$ cat src/rtl/alu_shift_pkg.sv
package alu_shift_pkg;

    localparam int unsigned DATA_W    = 32;
    localparam int unsigned LSH_AMT   = 8;
    localparam int unsigned CTL_W     = 6;
    localparam int unsigned SHCTL_W   = 2;

    // Function select field, bits [5:4] of the control word
    typedef enum logic [1:0] {
        FN_AND  = 2'b00,
        FN_OR   = 2'b01,
        FN_NOTB = 2'b10,
        FN_ADD  = 2'b11
    } alu_fn_e;

    // Six-bit control word: {fn, ena, enb, inva, inc}
    typedef struct packed {
        alu_fn_e fn;
        logic    ena;
        logic    enb;
        logic    inva;
        logic    inc;
    } alu_ctl_t;

    // Shifter mode after decode; the "both" code collapses to pass
    typedef enum logic [1:0] {
        SHM_PASS = 2'b00,
        SHM_SRA1 = 2'b01,
        SHM_SLL  = 2'b10
    } sh_mode_e;

    function automatic sh_mode_e decode_shift(input logic [SHCTL_W-1:0] sh);
        sh_mode_e m;
        case (sh)
            2'b10:   m = SHM_SLL;
            2'b01:   m = SHM_SRA1;
            default: m = SHM_PASS;
        endcase
        return m;
    endfunction

endpackage

$ cat src/rtl/alu_core.sv
module alu_core
    import alu_shift_pkg::*;
#(
    parameter int unsigned W = DATA_W
) (
    input  logic [W-1:0] a,
    input  logic [W-1:0] b,
    input  alu_ctl_t     ctl,
    output logic [W-1:0] res,
    output logic         neg,
    output logic         zero
);
    localparam int unsigned MSB = W - 1;

    logic [W-1:0] a_gated;
    logic [W-1:0] a_op;
    logic [W-1:0] b_op;
    logic [W-1:0] and_v;
    logic [W-1:0] or_v;
    logic [W-1:0] notb_v;
    logic [W-1:0] sum_v;

    // Operand preparation: gate to zero first, then optional inversion of A
    assign a_gated = ctl.ena ? a : '0;
    assign a_op    = a_gated ^ {W{ctl.inva}};
    assign b_op    = ctl.enb ? b : '0;

    // Bitwise logic slices
    for (genvar i = 0; i < W; i++) begin : g_slice
        assign and_v[i]  = a_op[i] & b_op[i];
        assign or_v[i]   = a_op[i] | b_op[i];
        assign notb_v[i] = ~b_op[i];
    end

    assign sum_v = a_op + b_op + W'(ctl.inc);

    always_comb begin
        case (ctl.fn)
            FN_AND:  res = and_v;
            FN_OR:   res = or_v;
            FN_NOTB: res = notb_v;
            default: res = sum_v;
        endcase
    end

    assign neg  = res[MSB];
    assign zero = (res == '0);

    // Structural properties of each function
    always_comb begin
        if (ctl.fn == FN_AND)
            a_r1_and_within_b: assert ((res & ~b_op) == '0);
        if (ctl.fn == FN_OR)
            a_r2_or_covers_b: assert ((res & b_op) == b_op);
        if (ctl.fn == FN_NOTB)
            a_r3_notb_disjoint: assert ((res & b_op) == '0);
        if (ctl.fn == FN_ADD && !ctl.ena && !ctl.enb && !ctl.inva)
            a_r5_gated_constant: assert (res == W'(ctl.inc));
    end

endmodule

$ cat src/rtl/alu_shifter.sv
module alu_shifter
    import alu_shift_pkg::*;
#(
    parameter int unsigned W   = DATA_W,
    parameter int unsigned LSH = LSH_AMT
) (
    input  logic [W-1:0]       din,
    input  logic [SHCTL_W-1:0] sh,
    output logic [W-1:0]       dout
);
    localparam int unsigned MSB = W - 1;

    sh_mode_e     mode;
    logic [W-1:0] sll_v;
    logic [W-1:0] sra_v;

    assign mode = decode_shift(sh);

    if (LSH < W) begin : g_sll
        assign sll_v = {din[W-LSH-1:0], {LSH{1'b0}}};
    end else begin : g_sll_all
        assign sll_v = '0;
    end

    assign sra_v = {din[MSB], din[MSB:1]};

    always_comb begin
        case (mode)
            SHM_SLL:  dout = sll_v;
            SHM_SRA1: dout = sra_v;
            default:  dout = din;
        endcase
    end

    always_comb begin
        if (mode == SHM_SLL)
            a_r6_low_zero: assert (dout[LSH-1:0] == '0);
        if (mode == SHM_SRA1)
            a_r7_sign_kept: assert (dout[MSB] == din[MSB] && dout[MSB-1] == din[MSB]);
        if (sh == 2'b11)
            a_r8_both_pass: assert (dout == din);
    end

endmodule

$ cat src/rtl/alu_flag_reg.sv
module alu_flag_reg (
    input  logic clk,
    input  logic rst,
    input  logic neg_d,
    input  logic zero_d,
    output logic n_q,
    output logic z_q
);
    always_ff @(posedge clk) begin
        if (rst) begin
            n_q <= 1'b0;
            z_q <= 1'b0;
        end else begin
            n_q <= neg_d;
            z_q <= zero_d;
        end
    end

    // A zero value is never negative
    a_r10_zero_not_neg: assert property (@(posedge clk) disable iff (rst)
        z_q |-> !n_q);

endmodule

$ cat src/rtl/alu_shift_unit.sv
module alu_shift_unit
    import alu_shift_pkg::*;
#(
    parameter int unsigned W = DATA_W
) (
    input  logic               clk,
    input  logic               rst,
    input  logic [W-1:0]       a_in,
    input  logic [W-1:0]       b_in,
    input  logic [CTL_W-1:0]   fn_ctl,
    input  logic [SHCTL_W-1:0] sh_ctl,
    output logic [W-1:0]       c_out,
    output logic               n_flag,
    output logic               z_flag
);
    localparam int unsigned MSB = W - 1;

    alu_ctl_t     ctl;
    logic [W-1:0] alu_res;
    logic         alu_neg;
    logic         alu_zero;

    assign ctl = alu_ctl_t'(fn_ctl);

    alu_core #(.W(W)) u_core (
        .a    (a_in),
        .b    (b_in),
        .ctl  (ctl),
        .res  (alu_res),
        .neg  (alu_neg),
        .zero (alu_zero)
    );

    alu_shifter #(.W(W), .LSH(LSH_AMT)) u_shift (
        .din  (alu_res),
        .sh   (sh_ctl),
        .dout (c_out)
    );

    alu_flag_reg u_flags (
        .clk    (clk),
        .rst    (rst),
        .neg_d  (alu_neg),
        .zero_d (alu_zero),
        .n_q    (n_flag),
        .z_q    (z_flag)
    );

    // Flags follow the pre-shift result one edge later
    a_r9_n_tracks: assert property (@(posedge clk) disable iff (rst)
        !rst |=> n_flag == $past(alu_res[MSB]));
    a_r10_z_tracks: assert property (@(posedge clk) disable iff (rst)
        !rst |=> z_flag == ($past(alu_res) == '0));

endmodule

$ cat config.mk
export PLATFORM = sky130hd
export DESIGN_NAME = alu_shift_unit
export DESIGN_NICKNAME = d
export VERILOG_FILES = /design/src/rtl/alu_shift_pkg.sv /design/src/rtl/alu_core.sv /design/src/rtl/alu_shifter.sv /design/src/rtl/alu_flag_reg.sv /design/src/rtl/alu_shift_unit.sv
export SDC_FILE = /design/constraint.sdc
export NUM_CORES = 1
export LEC_CHECK = 0
export BUFFER_PORTS_ARGS = -buffer_cell sky130_fd_sc_hd__buf_2
export CAP_MARGIN = 30
export CORE_ASPECT_RATIO = 0.75
export CORE_MARGIN = 5
export CORE_UTILIZATION = 40
export DETAILED_ROUTE_END_ITERATION = 7
export GPL_TIMING_DRIVEN = 0
export SLEW_MARGIN = 30
export SYNTH_ARGS = -nofsm -noshare
export SYNTH_HDL_FRONTEND = slang
export SYNTH_SLANG_ARGS = --single-unit
$ cat constraint.sdc
create_clock -name clk -period 6.9 [get_ports clk]
set_clock_uncertainty 0.05 [all_clocks]
set_input_delay 1.38 -clock clk [delete_from_list [all_inputs] [get_ports clk]]
set_output_delay 1.38 -clock clk [all_outputs]
set_load 0.005 [all_outputs]
; Yosys cells after proc, flatten, opt, wreduce, memory -nomap -nowiden
; Cells that the tools add are included.
[totals]
regBits = 2
latchBits = 0
ramBits = 0
rom_bits = 0
output_inout_bits = 34
elab_cells = 114
n_memories = 0
[op_classes]
n_addsub = 2
multipliers = 0
div = 0
magnitude_cmp = 0
n_eq_ne = 6
n_shift = 0
muxes = 5
bitwise = 97
n_reduce_logical = 2
[op_table]
columns = op, count
row1 = $pmux 32 s3, 1
row2 = $mux 32, 2
row3 = $pmux 32 s2, 1
row4 = $add 32x1->32, 1
row5 = $add 32x32->32, 1
row6 = $and 1x1->1, 32
row7 = $logic_not 32->1, 1
row8 = $not 1->1, 32
row9 = $or 1x1->1, 32
row10 = $xor 32x32->32, 1
row11 = $eq 2x1->1 const B, 3
row12 = $eq 2x2->1 const B, 3
row13 = $pmux 2 s2, 1
row14 = $logic_not 2->1, 1

; Logic depth before layout (Yosys ltp)
[logic_depth]
ltp_word = 6
depth_mapped = 16
ltp_nobuf = 15

; Cells and area by module
; From an unflattened synthesis, not the netlist that was laid out.
[unflattened]
hier_cells = 706
hier_area_um2 = 4416.7
[by_module_without_submodules]
columns = module, instances, cells_per_inst, area_per_inst_um2, seq_area_each_um2
row1 = alu_core, 1, 602, 3781.1, 0.0
row2 = alu_shifter, 1, 100, 583.1, 0.0
row3 = alu_flag_reg, 1, 4, 52.6, 40.0

; Worst setup path before layout
; Ideal clock, no wire load.
[synth_timing]
path_kind = in2out
startpoint = input fn_ctl[1]
endpoint = output c_out[27]
arrival_time_ns = 4.722
required_time_ns = 5.470
setup_slack_ns = 0.748
cell_stages = 16
path_buffers = 2
cell_sequence = clkbuf_1 > buf_1 > xnor2_1 > inv_1 > fa_1 > fa_1 > nor2b_1 > o2111ai_2 > nand2_1 > a21o_1 > a21oi_1 > o21ai_1 > xor2_1 > a221o_1 > a221oi_1 > a21oi_1
[synth_via]
elab_chain_len = 5
elab_cells_between_ends = 11
cone_classes = 2 x add/sub / 2 x mux / 7 x bitwise
[synth_lines]
columns = item, line
row1 = start: declaration, alu_shift_unit.sv:10  ; input logic [CTL_W-1:0] fn_ctl,
row2 = $xor 32x32->32 (*), alu_core.sv:25  ; assign a_op = a_gated ^ {W{ctl.inva}};
row3 = $add 32x32->32, alu_core.sv:35  ; assign sum_v = a_op + b_op + W'(ctl.inc);
row4 = $add 32x1->32, alu_core.sv:35
row5 = $pmux 32 s3 (*), alu_core.sv:38  ; case (ctl.fn)
row6 = $pmux 32 s2 (*), alu_shifter.sv:28  ; case (mode)
row7 = end: declaration, alu_shift_unit.sv:12  ; output logic [W-1:0] c_out,
; Every way passes the cells marked *; elsewhere a longest branch is shown, timed or not.

; Worst setup path in the final report
[layout_timing]
startpoint = input fn_ctl[3]
endpoint = output c_out[19]
[layout_via]
elab_chain_len = 6
elab_cells_between_ends = 12
cone_classes = 2 x add/sub / 3 x mux / 7 x bitwise
[layout_lines]
columns = item, line
row1 = $mux 32 (*), alu_core.sv:24  ; assign a_gated = ctl.ena ? a : '0;
row2 = $xor 32x32->32 (*), alu_core.sv:25
row3 = $add 32x32->32, alu_core.sv:35
row4 = $add 32x1->32, alu_core.sv:35
row5 = $pmux 32 s3 (*), alu_core.sv:38
row6 = $pmux 32 s2 (*), alu_shifter.sv:28
; Marked as above.

==> flow_summary.json <==
{
  "status": "complete, no violations",
  "synth_area_um2": 4460,
  "fin_nets": 968,
  "synth_cell_types": 59,
  "drc": 0,
  "hold_viol_final": 0,
  "startpoint_type": "primary input",
  "synth_edf_count": 0,
  "ys_ff_latch": 2,
  "maxSlewViolCount": 0,
  "clock_path_buffers": 2,
  "critPathArrivalTime_ps": 5340,
  "clkTransAtPathRegs_ps": 30,
  "grt_pass1_vias": 5273,
  "n_fill_cell": 1206,
  "ant_nets": 0,
  "htree_num_levels": 1,
  "synth_nets": 858,
  "required_ps": 5470,
  "grt_overflow": 0,
  "groute.layer.met1.usage": 0.385,
  "period_share": 0.981,
  "port_buffers": 105,
  "io_pins": 108,
  "setup_violations": 0,
  "holdBufCountCts": 0,
  "grt_start_max_net_pins": 11,
  "gp_congestion": 0.958,
  "max_freq_mhz": 148,
  "cts-root-buf": "clkbuf_16",
  "gr-max-usage-layer": "met1",
  "register_area_um2": 40.0,
  "peakVddDrop_mv": 0.0895,
  "routedWlPerCell_um": 18.8,
  "die_w_um": 132,
  "async_reset_ff_frac": 0,
  "antenna_found_initial": 0,
  "cts_sinks": 2,
  "numCtsBuffers": 3,
  "track_usage": 0.260,
  "final_common_cell": "nand2_1",
  "met2_usage": 0.382,
  "yosysSeqAreaShare": 0.00898,
  "cp-endpoint": "c_out[19]",
  "synth_top_area_frac": 0.185,
  "core_area_um2": 10900,
  "relSlewSlack": 0.376,
  "viasPerCell": 5.78,
  "drtIter0Drc": 483,
  "critPathKind": "primary input to output pin",
  "rows": 33,
  "dp_hpwl_mm": 14.7,
  "crit_start": "fn_ctl[3]",
  "critical_path.max_fanout": 10,
  "ys_top_cells_by_area": "ha_1 (19%), nand2_1 (10%), xnor2_1 (8.4%)",
  "final_cells": 964,
  "syn_inst": 716,
  "total_power_mw": 0.650,
  "dieHeight_um": 101,
  "vias": 5571,
  "die-area_um2": 13400,
  "drv_cap": 0,
  "wirelength_mm": 18.2,
  "ys.flop_type": "dfxtp_1",
  "period_needed_ps": 6770,
  "hold_ws_ps": 1310,
  "synth_warnings": 0,
  "min_path_type": "primary input to register",
  "dr.pass1.iters": 6,
  "crit_path_end_kind": "output pin",
  "avgSynthCellArea_um2": 6.23,
  "power_density_nw_per_um2": 123,
  "dpl.cell_count": 961,
  "start_util": 0.409,
  "met3_usage": 0.0546,
  "yosysTopAreaCell": "ha_1",
  "syn_to_final_growth_pct": 18.4,
  "multi_input_area_um2": 3990,
  "worstMarginPinSlew_ps": 926,
  "cts_setup_buffers": 0,
  "final_cell_mix": "nand2_1 (124), buf_2 (111), inv_1 (72)",
  "p_leak_nw": 2.66,
  "drive_gt1_frac": 0.171,
  "cts_tree": "built",
  "rsz0062_at_grt": "false",
  "diodes": 0,
  "grt_pass1_wl_mm": 28.2
}
cell families after synthesis:
logic type / share of synthesized area
muxes: 0.0137
buffers and inverters: 0.102
xor gates and xnor gates: 0.112
adders and majority gates: 0.194
AOI/OAI and AO/OA: 0.341
DFF: 0.00898
and+or+nand+nor: 0.229
per-stage QoR:
step / util / TNS, ps / worst slack, ps / instance area, um^2
after floorplan: - / 0 / 748 / 4460
after global placement: 0.473 / -2670 / -483 / 5160
after detailed placement: 0.473 / -2750 / -466 / 5160
after CTS: 0.481 / 0 / 30.6 / 5240
after global routing: 0.484 / 0 / 20.2 / 5280
final: 0.484 / 0 / 133 / 5280
flip-flops by register name (all words and copies together) (netlist names):
name,count
u_flags.n_q,1
u_flags.z_q,1
critical path, stage by stage:
cell and delay [ps]:
buf_2 150, clkbuf_4 270, nand2_1 90, xnor2_1 250
inv_1 120, fa_1 410, fa_1 410, nor2b_2 180
o2111ai_2 180, nand2_1 150, a21o_1 220, a21oi_1 170
o31a_1 330, xor2_1 150, o21ai_2 350, a22oi_1 160
o21ai_1 210, buf_2 150
report_power, final:
group          leakage (nW)  total [mW]  switching, mW  internal (mW)
Sequential           0.0164      0.0123      0.0000946         0.0122
Clock                0.0370      0.0874         0.0136         0.0738
Combinational          2.60       0.550          0.343          0.207
Total                  2.66       0.650          0.356          0.293
layer usage:
metal	wire length, um	part of all wire	up-vias
met5	0	0	-
met4	334	0.018	0
met3	1630	0.090	21
met2	7140	0.39	250
met1	9050	0.50	2589
li1	-	-	2711
what timing repair did:
item,4_1_cts,5_1_grt
resized for setup,7,20
pin swaps,0,1
endpoints found under the setup margin,16,17
synthesized netlist by cell type (6+ instances only):
cell type	number
o21ai_1	36
nor3_1	9
nor2b_1	6
nand2_1	124
buf_2	6
nand4_1	10
ha_1	66
a21oi_1	58
xnor2_1	43
a21o_1	10
a211oi_1	26
inv_1	72
buf_1	7
xor2_1	12
nand3_1	10
a22oi_1	16
a22o_1	8
o21ai_0	35
o211ai_1	7
nor2_1	47
clkbuf_1	31
worst min path at each step:
stage / startpoint / end / slack (ps) / depth (start not counted)
2_1_floorplan: rst / u_flags.n_q / 1400 / 1
3_3_place_gp: rst / u_flags.n_q / 1550 / 2
3_5_place_dp: rst / u_flags.n_q / 1540 / 2
4_1_cts: rst / u_flags.n_q / 1310 / 2
5_1_grt: rst / u_flags.n_q / 1330 / 2
6_report: rst / u_flags.n_q / 1310 / 2
final cells by class:
type                    instances  area share
multi-input cells             597       0.755
repair buffers                105      0.0995
inverters                      72      0.0512
plain buffers                  45      0.0389
well taps                     140      0.0332
clock buffers                   3      0.0142
flip-flops and latches          2     0.00758
Note: power is estimated with default switching activity, not from simulation.
